[config.mk]
export PLATFORM = sky130hd
export DESIGN_NAME = srt_same_bank_timer
export DESIGN_NICKNAME = d
export VERILOG_FILES = /design/src/rtl/srt_pkg.sv /design/src/rtl/srt_cycle_counter.sv /design/src/rtl/srt_history.sv /design/src/rtl/srt_bcast_mask.sv /design/src/rtl/srt_limit_calc.sv /design/src/rtl/srt_same_bank_timer.sv
export SDC_FILE = /design/constraint.sdc
export NUM_CORES = 2
export LEC_CHECK = 0
export ABC_CLOCK_PERIOD_IN_PS = 20400
export BUFFER_PORTS_ARGS = -buffer_cell sky130_fd_sc_hd__buf_2
export CORE_UTILIZATION = 40
export CTS_BUF_LIST = sky130_fd_sc_hd__clkbuf_4
export DETAILED_ROUTE_END_ITERATION = 6
export GPL_TIMING_DRIVEN = 0
export MAX_ROUTING_LAYER = met4
export PLACE_DENSITY = 0.58
export SLEW_MARGIN = 30
export SYNTH_ARGS = -nofsm -noshare
export SYNTH_HDL_FRONTEND = slang
export SYNTH_SLANG_ARGS = --single-unit
[constraint.sdc]
create_clock -name clk -period 20.4 [get_ports clk]
set_input_delay 4.08 -clock clk [delete_from_list [all_inputs] [get_ports clk]]
set_output_delay 4.08 -clock clk [all_outputs]
set_load 0.01 [all_outputs]
[src/rtl/srt_pkg.sv]
package srt_pkg;

  localparam int CMD_W    = 3;
  localparam int NUM_CMDS = 8;

  typedef enum logic [CMD_W-1:0] {
    CMD_ACT   = 3'd0,
    CMD_RD    = 3'd1,
    CMD_RDA   = 3'd2,
    CMD_WR    = 3'd3,
    CMD_WRA   = 3'd4,
    CMD_PRE   = 3'd5,
    CMD_PRESB = 3'd6,
    CMD_REFSB = 3'd7
  } srt_cmd_e;

  function automatic logic is_slot_cmd(input logic [CMD_W-1:0] c);
    return (c == CMD_PRESB) || (c == CMD_REFSB);
  endfunction

endpackage

[src/rtl/srt_cycle_counter.sv]
module srt_cycle_counter #(
  parameter int TS_W = 32
) (
  input  logic            clk,
  input  logic            rst_n,
  output logic [TS_W-1:0] count
);

  logic [TS_W-1:0] cnt_d;
  logic [TS_W-1:0] cnt_q;

  always_comb begin
    cnt_d = cnt_q + TS_W'(1);
  end

  always_ff @(posedge clk or negedge rst_n) begin
    if (!rst_n) cnt_q <= '0;
    else        cnt_q <= cnt_d;
  end

  assign count = cnt_q;

endmodule

[src/rtl/srt_history.sv]
module srt_history
  import srt_pkg::*;
#(
  parameter int NUM_SLOTS = 8,
  parameter int SLOT_W    = 3,
  parameter int TS_W      = 32
) (
  input  logic                           clk,
  input  logic                           rst_n,
  input  logic                           wr_en,
  input  logic [CMD_W-1:0]               wr_cmd,
  input  logic [SLOT_W-1:0]              wr_slot,
  input  logic [TS_W-1:0]                wr_time,
  input  logic [SLOT_W-1:0]              rd_slot,
  output logic [NUM_CMDS-1:0][TS_W-1:0]  rd_ts,
  output logic [NUM_CMDS-1:0]            rd_vld
);

  logic [TS_W-1:0] ts_q  [NUM_CMDS][NUM_SLOTS];
  logic            vld_q [NUM_CMDS][NUM_SLOTS];

  for (genvar c = 0; c < NUM_CMDS; c++) begin : g_cmd
    for (genvar s = 0; s < NUM_SLOTS; s++) begin : g_slot
      logic hit;
      assign hit = wr_en && (wr_cmd == CMD_W'(c)) && (wr_slot == SLOT_W'(s));

      always_ff @(posedge clk or negedge rst_n) begin
        if (!rst_n)   vld_q[c][s] <= 1'b0;
        else if (hit) vld_q[c][s] <= 1'b1;
      end

      always_ff @(posedge clk) begin
        if (hit) ts_q[c][s] <= wr_time;
      end
    end

    assign rd_ts[c]  = ts_q[c][rd_slot];
    assign rd_vld[c] = vld_q[c][rd_slot];
  end

endmodule

[src/rtl/srt_bcast_mask.sv]
module srt_bcast_mask #(
  parameter int BANKS_PER_RANK  = 16,
  parameter int BANKS_PER_GROUP = 4,
  parameter int BANK_W          = 4
) (
  input  logic                      iss_valid,
  input  logic                      iss_slot_cmd,
  input  logic [BANK_W-1:0]         iss_bank,
  output logic [BANKS_PER_RANK-1:0] mask
);

  int pos;
  assign pos = int'(iss_bank) % BANKS_PER_GROUP;

  for (genvar b = 0; b < BANKS_PER_RANK; b++) begin : g_bank
    assign mask[b] = iss_valid && iss_slot_cmd && (pos == (b % BANKS_PER_GROUP));
  end

endmodule

[src/rtl/srt_limit_calc.sv]
module srt_limit_calc
  import srt_pkg::*;
#(
  parameter int TS_W = 32,
  parameter int TW   = 8
) (
  input  logic [CMD_W-1:0]              q_cmd,
  input  logic [TS_W-1:0]               now,
  input  logic [NUM_CMDS-1:0][TS_W-1:0] hist_ts,
  input  logic [NUM_CMDS-1:0]           hist_vld,
  input  logic [TW-1:0]                 t_ras,
  input  logic [TW-1:0]                 t_rtp,
  input  logic [TW-1:0]                 t_wrpre,
  input  logic [TW-1:0]                 t_rc,
  input  logic [TW-1:0]                 t_rdaact,
  input  logic [TW-1:0]                 t_wraact,
  input  logic [TW-1:0]                 t_rp,
  input  logic [TW-1:0]                 t_rfcsb,
  input  logic [TW-1:0]                 cmd_offset,
  output logic [TS_W-1:0]               earliest
);

  localparam int WW = TS_W + 1;

  logic [NUM_CMDS-1:0][TW-1:0]   gap;
  logic [NUM_CMDS-1:0]           use_term;
  logic [NUM_CMDS-1:0]           plus_one;
  logic [NUM_CMDS-1:0]           less_off;
  logic [NUM_CMDS-1:0][TS_W-1:0] term;

  // Rule selection: which history source constrains the queried command.
  always_comb begin
    gap      = '0;
    use_term = '0;
    plus_one = '0;
    less_off = '0;
    unique case (srt_cmd_e'(q_cmd))
      CMD_PRESB: begin
        use_term[CMD_ACT] = 1'b1; gap[CMD_ACT] = t_ras;   plus_one[CMD_ACT] = 1'b1;
        use_term[CMD_RD]  = 1'b1; gap[CMD_RD]  = t_rtp;   plus_one[CMD_RD]  = 1'b1;
        use_term[CMD_RDA] = 1'b1; gap[CMD_RDA] = t_rtp;   plus_one[CMD_RDA] = 1'b1;
        use_term[CMD_WR]  = 1'b1; gap[CMD_WR]  = t_wrpre; plus_one[CMD_WR]  = 1'b1;
        use_term[CMD_WRA] = 1'b1; gap[CMD_WRA] = t_wrpre; plus_one[CMD_WRA] = 1'b1;
      end
      CMD_REFSB: begin
        use_term[CMD_ACT]   = 1'b1; gap[CMD_ACT]   = t_rc;     plus_one[CMD_ACT] = 1'b1;
        use_term[CMD_RDA]   = 1'b1; gap[CMD_RDA]   = t_rdaact; plus_one[CMD_RDA] = 1'b1;
        use_term[CMD_WRA]   = 1'b1; gap[CMD_WRA]   = t_wraact; plus_one[CMD_WRA] = 1'b1;
        use_term[CMD_PRE]   = 1'b1; gap[CMD_PRE]   = t_rp;
        use_term[CMD_PRESB] = 1'b1; gap[CMD_PRESB] = t_rp;
      end
      CMD_ACT: begin
        use_term[CMD_PRESB] = 1'b1; gap[CMD_PRESB] = t_rp;    less_off[CMD_PRESB] = 1'b1;
        use_term[CMD_REFSB] = 1'b1; gap[CMD_REFSB] = t_rfcsb; less_off[CMD_REFSB] = 1'b1;
      end
      default: ;
    endcase
  end

  // One candidate cycle per history source, clamped at zero.
  for (genvar c = 0; c < NUM_CMDS; c++) begin : g_term
    logic [WW-1:0] raw;
    logic [WW-1:0] off;
    assign raw     = {1'b0, hist_ts[c]} + WW'(gap[c]) + WW'(plus_one[c]);
    assign off     = less_off[c] ? WW'(cmd_offset) : '0;
    assign term[c] = (raw > off) ? TS_W'(raw - off) : '0;
  end

  // Maximum over the query cycle and all valid, selected terms.
  always_comb begin
    earliest = now;
    for (int c = 0; c < NUM_CMDS; c++) begin
      if (use_term[c] && hist_vld[c] && (term[c] > earliest)) earliest = term[c];
    end
  end

endmodule

[src/rtl/srt_same_bank_timer.sv]
module srt_same_bank_timer
  import srt_pkg::*;
#(
  parameter  int NUM_RANKS       = 2,
  parameter  int BANKS_PER_GROUP = 4,
  parameter  int NUM_GROUPS      = 4,
  parameter  int TS_W            = 32,
  parameter  int TW              = 8,
  localparam int BANKS_PER_RANK  = BANKS_PER_GROUP * NUM_GROUPS,
  localparam int RANK_W          = (NUM_RANKS > 1) ? $clog2(NUM_RANKS) : 1,
  localparam int BANK_W          = (BANKS_PER_RANK > 1) ? $clog2(BANKS_PER_RANK) : 1
) (
  input  logic                      clk,
  input  logic                      rst_n,
  input  logic [TW-1:0]             t_ras,
  input  logic [TW-1:0]             t_rtp,
  input  logic [TW-1:0]             t_wrpre,
  input  logic [TW-1:0]             t_rc,
  input  logic [TW-1:0]             t_rdaact,
  input  logic [TW-1:0]             t_wraact,
  input  logic [TW-1:0]             t_rp,
  input  logic [TW-1:0]             t_rfcsb,
  input  logic [TW-1:0]             cmd_offset,
  input  logic [CMD_W-1:0]          q_cmd,
  input  logic [RANK_W-1:0]         q_rank,
  input  logic [BANK_W-1:0]         q_bank,
  output logic [TS_W-1:0]           q_earliest,
  input  logic                      iss_valid,
  input  logic [CMD_W-1:0]          iss_cmd,
  input  logic [RANK_W-1:0]         iss_rank,
  input  logic [BANK_W-1:0]         iss_bank,
  output logic [BANKS_PER_RANK-1:0] bcast_mask,
  output logic [TS_W-1:0]           cur_cycle
);

  localparam int NUM_SLOTS = NUM_RANKS * BANKS_PER_GROUP;
  localparam int SLOT_W    = (NUM_SLOTS > 1) ? $clog2(NUM_SLOTS) : 1;

  logic [SLOT_W-1:0]              q_slot;
  logic [SLOT_W-1:0]              iss_slot;
  logic [NUM_CMDS-1:0][TS_W-1:0]  hist_ts;
  logic [NUM_CMDS-1:0]            hist_vld;
  logic [TS_W-1:0]                limit_d;
  logic [TS_W-1:0]                limit_q;

  assign q_slot   = SLOT_W'(int'(q_rank) * BANKS_PER_GROUP + int'(q_bank) % BANKS_PER_GROUP);
  assign iss_slot = SLOT_W'(int'(iss_rank) * BANKS_PER_GROUP + int'(iss_bank) % BANKS_PER_GROUP);

  srt_cycle_counter #(.TS_W(TS_W)) u_cycle (
    .clk   (clk),
    .rst_n (rst_n),
    .count (cur_cycle)
  );

  srt_history #(
    .NUM_SLOTS (NUM_SLOTS),
    .SLOT_W    (SLOT_W),
    .TS_W      (TS_W)
  ) u_history (
    .clk     (clk),
    .rst_n   (rst_n),
    .wr_en   (iss_valid),
    .wr_cmd  (iss_cmd),
    .wr_slot (iss_slot),
    .wr_time (cur_cycle),
    .rd_slot (q_slot),
    .rd_ts   (hist_ts),
    .rd_vld  (hist_vld)
  );

  srt_limit_calc #(.TS_W(TS_W), .TW(TW)) u_limit (
    .q_cmd      (q_cmd),
    .now        (cur_cycle),
    .hist_ts    (hist_ts),
    .hist_vld   (hist_vld),
    .t_ras      (t_ras),
    .t_rtp      (t_rtp),
    .t_wrpre    (t_wrpre),
    .t_rc       (t_rc),
    .t_rdaact   (t_rdaact),
    .t_wraact   (t_wraact),
    .t_rp       (t_rp),
    .t_rfcsb    (t_rfcsb),
    .cmd_offset (cmd_offset),
    .earliest   (limit_d)
  );

  srt_bcast_mask #(
    .BANKS_PER_RANK  (BANKS_PER_RANK),
    .BANKS_PER_GROUP (BANKS_PER_GROUP),
    .BANK_W          (BANK_W)
  ) u_mask (
    .iss_valid    (iss_valid),
    .iss_slot_cmd (is_slot_cmd(iss_cmd)),
    .iss_bank     (iss_bank),
    .mask         (bcast_mask)
  );

  always_ff @(posedge clk or negedge rst_n) begin
    if (!rst_n) limit_q <= '0;
    else        limit_q <= limit_d;
  end

  assign q_earliest = limit_q;

endmodule

==> impl_metrics.env <==
export IMPL_clkTransAtPathRegs_ns=0.06
export IMPL_place_congestion=0.975
export IMPL_drtAntennaViolNets=0
export IMPL_syn_area_mm2=0.102
export IMPL_crit_arrival_ns=26.67
export IMPL_wl_per_cell_um=34.3
export IMPL_rr_worst_depth=103
export IMPL_cts_htree_levels=6
export IMPL_violations="design-rule violations, negative setup slack"
export IMPL_setup_tns_ns=-160.36
export IMPL_drive_above_1_share=0.365
export IMPL_drt_first_iter_violations=8214
export IMPL_drv_slew=0
export IMPL_internal_power_mw=7.32
export IMPL_die_area_mm2=0.258
export IMPL_portBuffers=162
export IMPL_fmax_mhz=39.1
export IMPL_slowest_delay_ns=0.45
export IMPL_dr_wl_met3_um=35200
export IMPL_drc=1
export IMPL_crit_type="in -> reg"
export IMPL_period_share=1.25
export IMPL_fin_ws_ns=-5.17
export IMPL_r2r_start="u_history.ts_q[0][0]$_DFFE_PP_"
export IMPL_clock_latency_ns=1.36
export IMPL_vias_per_cell=5.96
export IMPL_numCtsBuffers=566
export IMPL_crit_start="q_rank"
export IMPL_switching_share=0.254
export IMPL_synth_async_reset_ratio=0.0588
export IMPL_ios=171
export IMPL_finalClockSkew_ns=0.122
export IMPL_yosysWarnings=0
export IMPL_power_density_mw_per_mm2=77.4
export IMPL_dp_slack_ns=-14.63
export IMPL_fin_crit_ns=25.57
export IMPL_fp_coreArea_mm2=0.254
export IMPL_syn_avg_cell_area_um2=15.9
export IMPL_combPwrFrac=0.112
export IMPL_p_sw_mw=2.49
export IMPL_setup_viol_count_final=32
export IMPL_end_kind="flip-flop"
export IMPL_mostFrequentLayoutCell="edfxtp_1"
export IMPL_hp_class="reg -> reg"
export IMPL_ys_seq_area_frac=0.632
export IMPL_critical_path_slowest_cell="a311o_2"
export IMPL_synthDistinctLibCells=105
export IMPL_num_fill_cells=21456
export IMPL_initial_core_util=0.403
export IMPL_rows=185
export IMPL_power_frac_seq=0.496
export IMPL_power_leakage_nw=49.5
export IMPL_critPathMaxFanout=11
export IMPL_area_growth_pct=23.8
export IMPL_slew_headroom=0.223
export IMPL_cp_start_kind="input pin"
export IMPL_met2WireLength_um=179000
export IMPL_clockPowerShare=0.392
export IMPL_dr_total_vias=68113
export IMPL_status="finished with violations"
export IMPL_grt_ovfl_total=0
export IMPL_grt_pass1_wl_um=530000
export IMPL_wl_um=392000
export IMPL_timing_rr_end="q_earliest[17]$_DFF_PN0_"
export IMPL_synth_ff_type="edfxtp_1"
export IMPL_grtUsageTotal=0.309
export IMPL_grt_pass1_vias=66732
export IMPL_post_dp_hpwl_um=291000
export IMPL_cts_tree="done"
export IMPL_final_cell_mix="edfxtp_1 (2,048), clkbuf_4 (815), mux4_2 (527)"
export IMPL_final_net_count=8076
export IMPL_endpoint="q_earliest[17]$_DFF_PN0_"
export IMPL_highest_layer="met4"
export IMPL_cp_common_cell="buf_12"
export IMPL_root_buffer="clkbuf_4"
export IMPL_max_cap_violations=0
export IMPL_hold_viol_final=0
export IMPL_synthCells=6432
export IMPL_cts_sinks=2176
export IMPL_cts_buffer_depth=4
export IMPL_synth_edf_count=2048
export IMPL_reg2reg_slack_ns=-1.03
export IMPL_ys_ff_latch=2176
export IMPL_ir_worst_vdd_mv=0.0363
export IMPL_die_x_um=508
export IMPL_rsz0062_at_grt="yes"
export IMPL_antenna_found_initial=27
export IMPL_met1_length_um=166000
export IMPL_die_h_um=508
export IMPL_worst_pin_slew_ns=1.17
export IMPL_drt_pass1_iterations=7
export IMPL_grt_max_degree=66
export IMPL_worstPathRequired_ns=21.50
[layer usage]
| layer | up-vias | global-route usage |
|---|---|---|
| met5 | - | - |
| met4 | 0 | 0.0946 |
| met3 | 568 | 0.0569 |
| met2 | 3549 | 0.466 |
| met1 | 35525 | 0.425 |
| li1 | 28471 | - |
[synth_stat cells, types with 45 or more instances]
| cell | count | area share |
|---|---|---|
| dfrtp_1 | 128 | 0.031 |
| nor3_1 | 87 | 0.0043 |
| nand3_1 | 132 | 0.0065 |
| clkbuf_1 | 101 | 0.0037 |
| buf_4 | 64 | 0.0047 |
| xor2_1 | 82 | 0.0070 |
| o21a_1 | 62 | 0.0045 |
| ha_1 | 331 | 0.040 |
| mux4_2 | 527 | 0.12 |
| xnor2_1 | 190 | 0.016 |
| nor2_1 | 373 | 0.014 |
| mux2i_1 | 232 | 0.023 |
| o21ai_0 | 154 | 0.0075 |
| buf_2 | 57 | 0.0028 |
| a21oi_1 | 203 | 0.0099 |
| or2_2 | 85 | 0.0052 |
| a21o_1 | 87 | 0.0064 |
| nand2_1 | 337 | 0.012 |
| nor2b_1 | 45 | 0.0027 |
| and2_1 | 74 | 0.0045 |
| nor4_1 | 50 | 0.0031 |
| edfxtp_1 | 2048 | 0.60 |
| inv_1 | 148 | 0.0054 |
| mux2_2 | 87 | 0.0096 |
| nand4_1 | 120 | 0.0073 |
[sequential cells by signal, summed over array words and instances, names as in the netlist]
name	flops
u_history.ts_q	2048
u_history.vld_q	64
u_cycle.count	32
q_earliest	32
[area by class of cell]
cell class,count,area (µm²),area share
Sequential cell,2176,64800,0.512
Multi-Input combinational cell,3834,38600,0.305
Timing Repair Buffer,644,8130,0.0642
Clock buffer,813,6100,0.0482
Tap cell,3366,4210,0.0332
Buffer,268,3150,0.0248
Clock inverter,150,1060,0.00836
Inverter,149,568,0.00448
Antenna cell,19,47.5,0.000375
[power groups by stage]
stage	Combinational, mW	Clock, mW	Sequential [mW]
after CTS	1.04	3.91	4.87
final	1.10	3.84	4.87
after global placement	0.876	0	4.96
after detailed placement	0.897	0	4.96
after global routing	1.15	4.13	4.87
after floorplan	0.528	0	4.96
[stage by stage]
step           instance area (µm²)  total power [mW]   util  hold WS [ns]  std cells
6_report                    127000              9.81  0.499         0.463      11419
5_1_grt                     127000              10.1  0.498         0.476      11408
4_1_cts                     125000              9.82  0.493         0.465      11320
3_5_place_dp                114000              5.86  0.448         0.449      10142
3_3_place_gp                108000              5.84  0.426         0.446       9962
2_1_floorplan               103000              5.49      -         0.434       6434
[worst min-delay path by stage]
| stage | cells after the start | to | slack [ns] | start |
|---|---|---|---|---|
| 5_1_grt | 1 | u_history.vld_q[24]$_DFFE_PN0P_ | 0.48 | u_history.vld_q[24]$_DFFE_PN0P_ |
| 3_5_place_dp | 1 | u_history.vld_q[4]$_DFFE_PN0P_ | 0.45 | u_history.vld_q[4]$_DFFE_PN0P_ |
| 6_report | 1 | u_history.vld_q[4]$_DFFE_PN0P_ | 0.46 | u_history.vld_q[4]$_DFFE_PN0P_ |
| 4_1_cts | 1 | u_history.vld_q[4]$_DFFE_PN0P_ | 0.47 | u_history.vld_q[4]$_DFFE_PN0P_ |
| 3_3_place_gp | 1 | u_history.vld_q[25]$_DFFE_PN0P_ | 0.45 | u_history.vld_q[25]$_DFFE_PN0P_ |
| 2_1_floorplan | 1 | u_history.vld_q[13]$_DFFE_PN0P_ | 0.43 | u_history.vld_q[13]$_DFFE_PN0P_ |
[what timing repair did]
item                                    in CTS  in global routing
endpoints found under the setup margin      32                 32
setup buffers                              219                 76
cloned                                       2                  5
hold buffers                                 0                  0
resized for setup                          472                121
pin swaps                                  128                122
[critical path, delay by kind of cell]
kind | cells | cell delay (ns)
AOI/OAI and AO/OA | 33 | 7.65
xor gates and xnor gates | 1 | 0.20
adders and majority gates | 10 | 2.96
buffers and inverters | 35 | 5.46
muxes | 2 | 0.43
and+or+nand+nor | 34 | 5.64
[logic make-up (layout without fill, tap and decap cells)]
| logic type | count (synthesis) | count (layout) | synth area share |
|---|---|---|---|
| adder cells (fa/ha/maj) | 346 | 346 | 0.0434 |
| AO/OA/AOI/OAI | 870 | 870 | 0.0575 |
| flip-flops | 2176 | 2176 | 0.632 |
| other | 1 | 22 | 0.0000366 |
| AND/OR/NAND/NOR | 1494 | 1494 | 0.0733 |
| XOR/XNOR | 272 | 272 | 0.0233 |
| buffers and inverters | 424 | 2024 | 0.0217 |
| multiplexers | 849 | 849 | 0.149 |
Note: power is estimated with default switching activity, not from simulation.
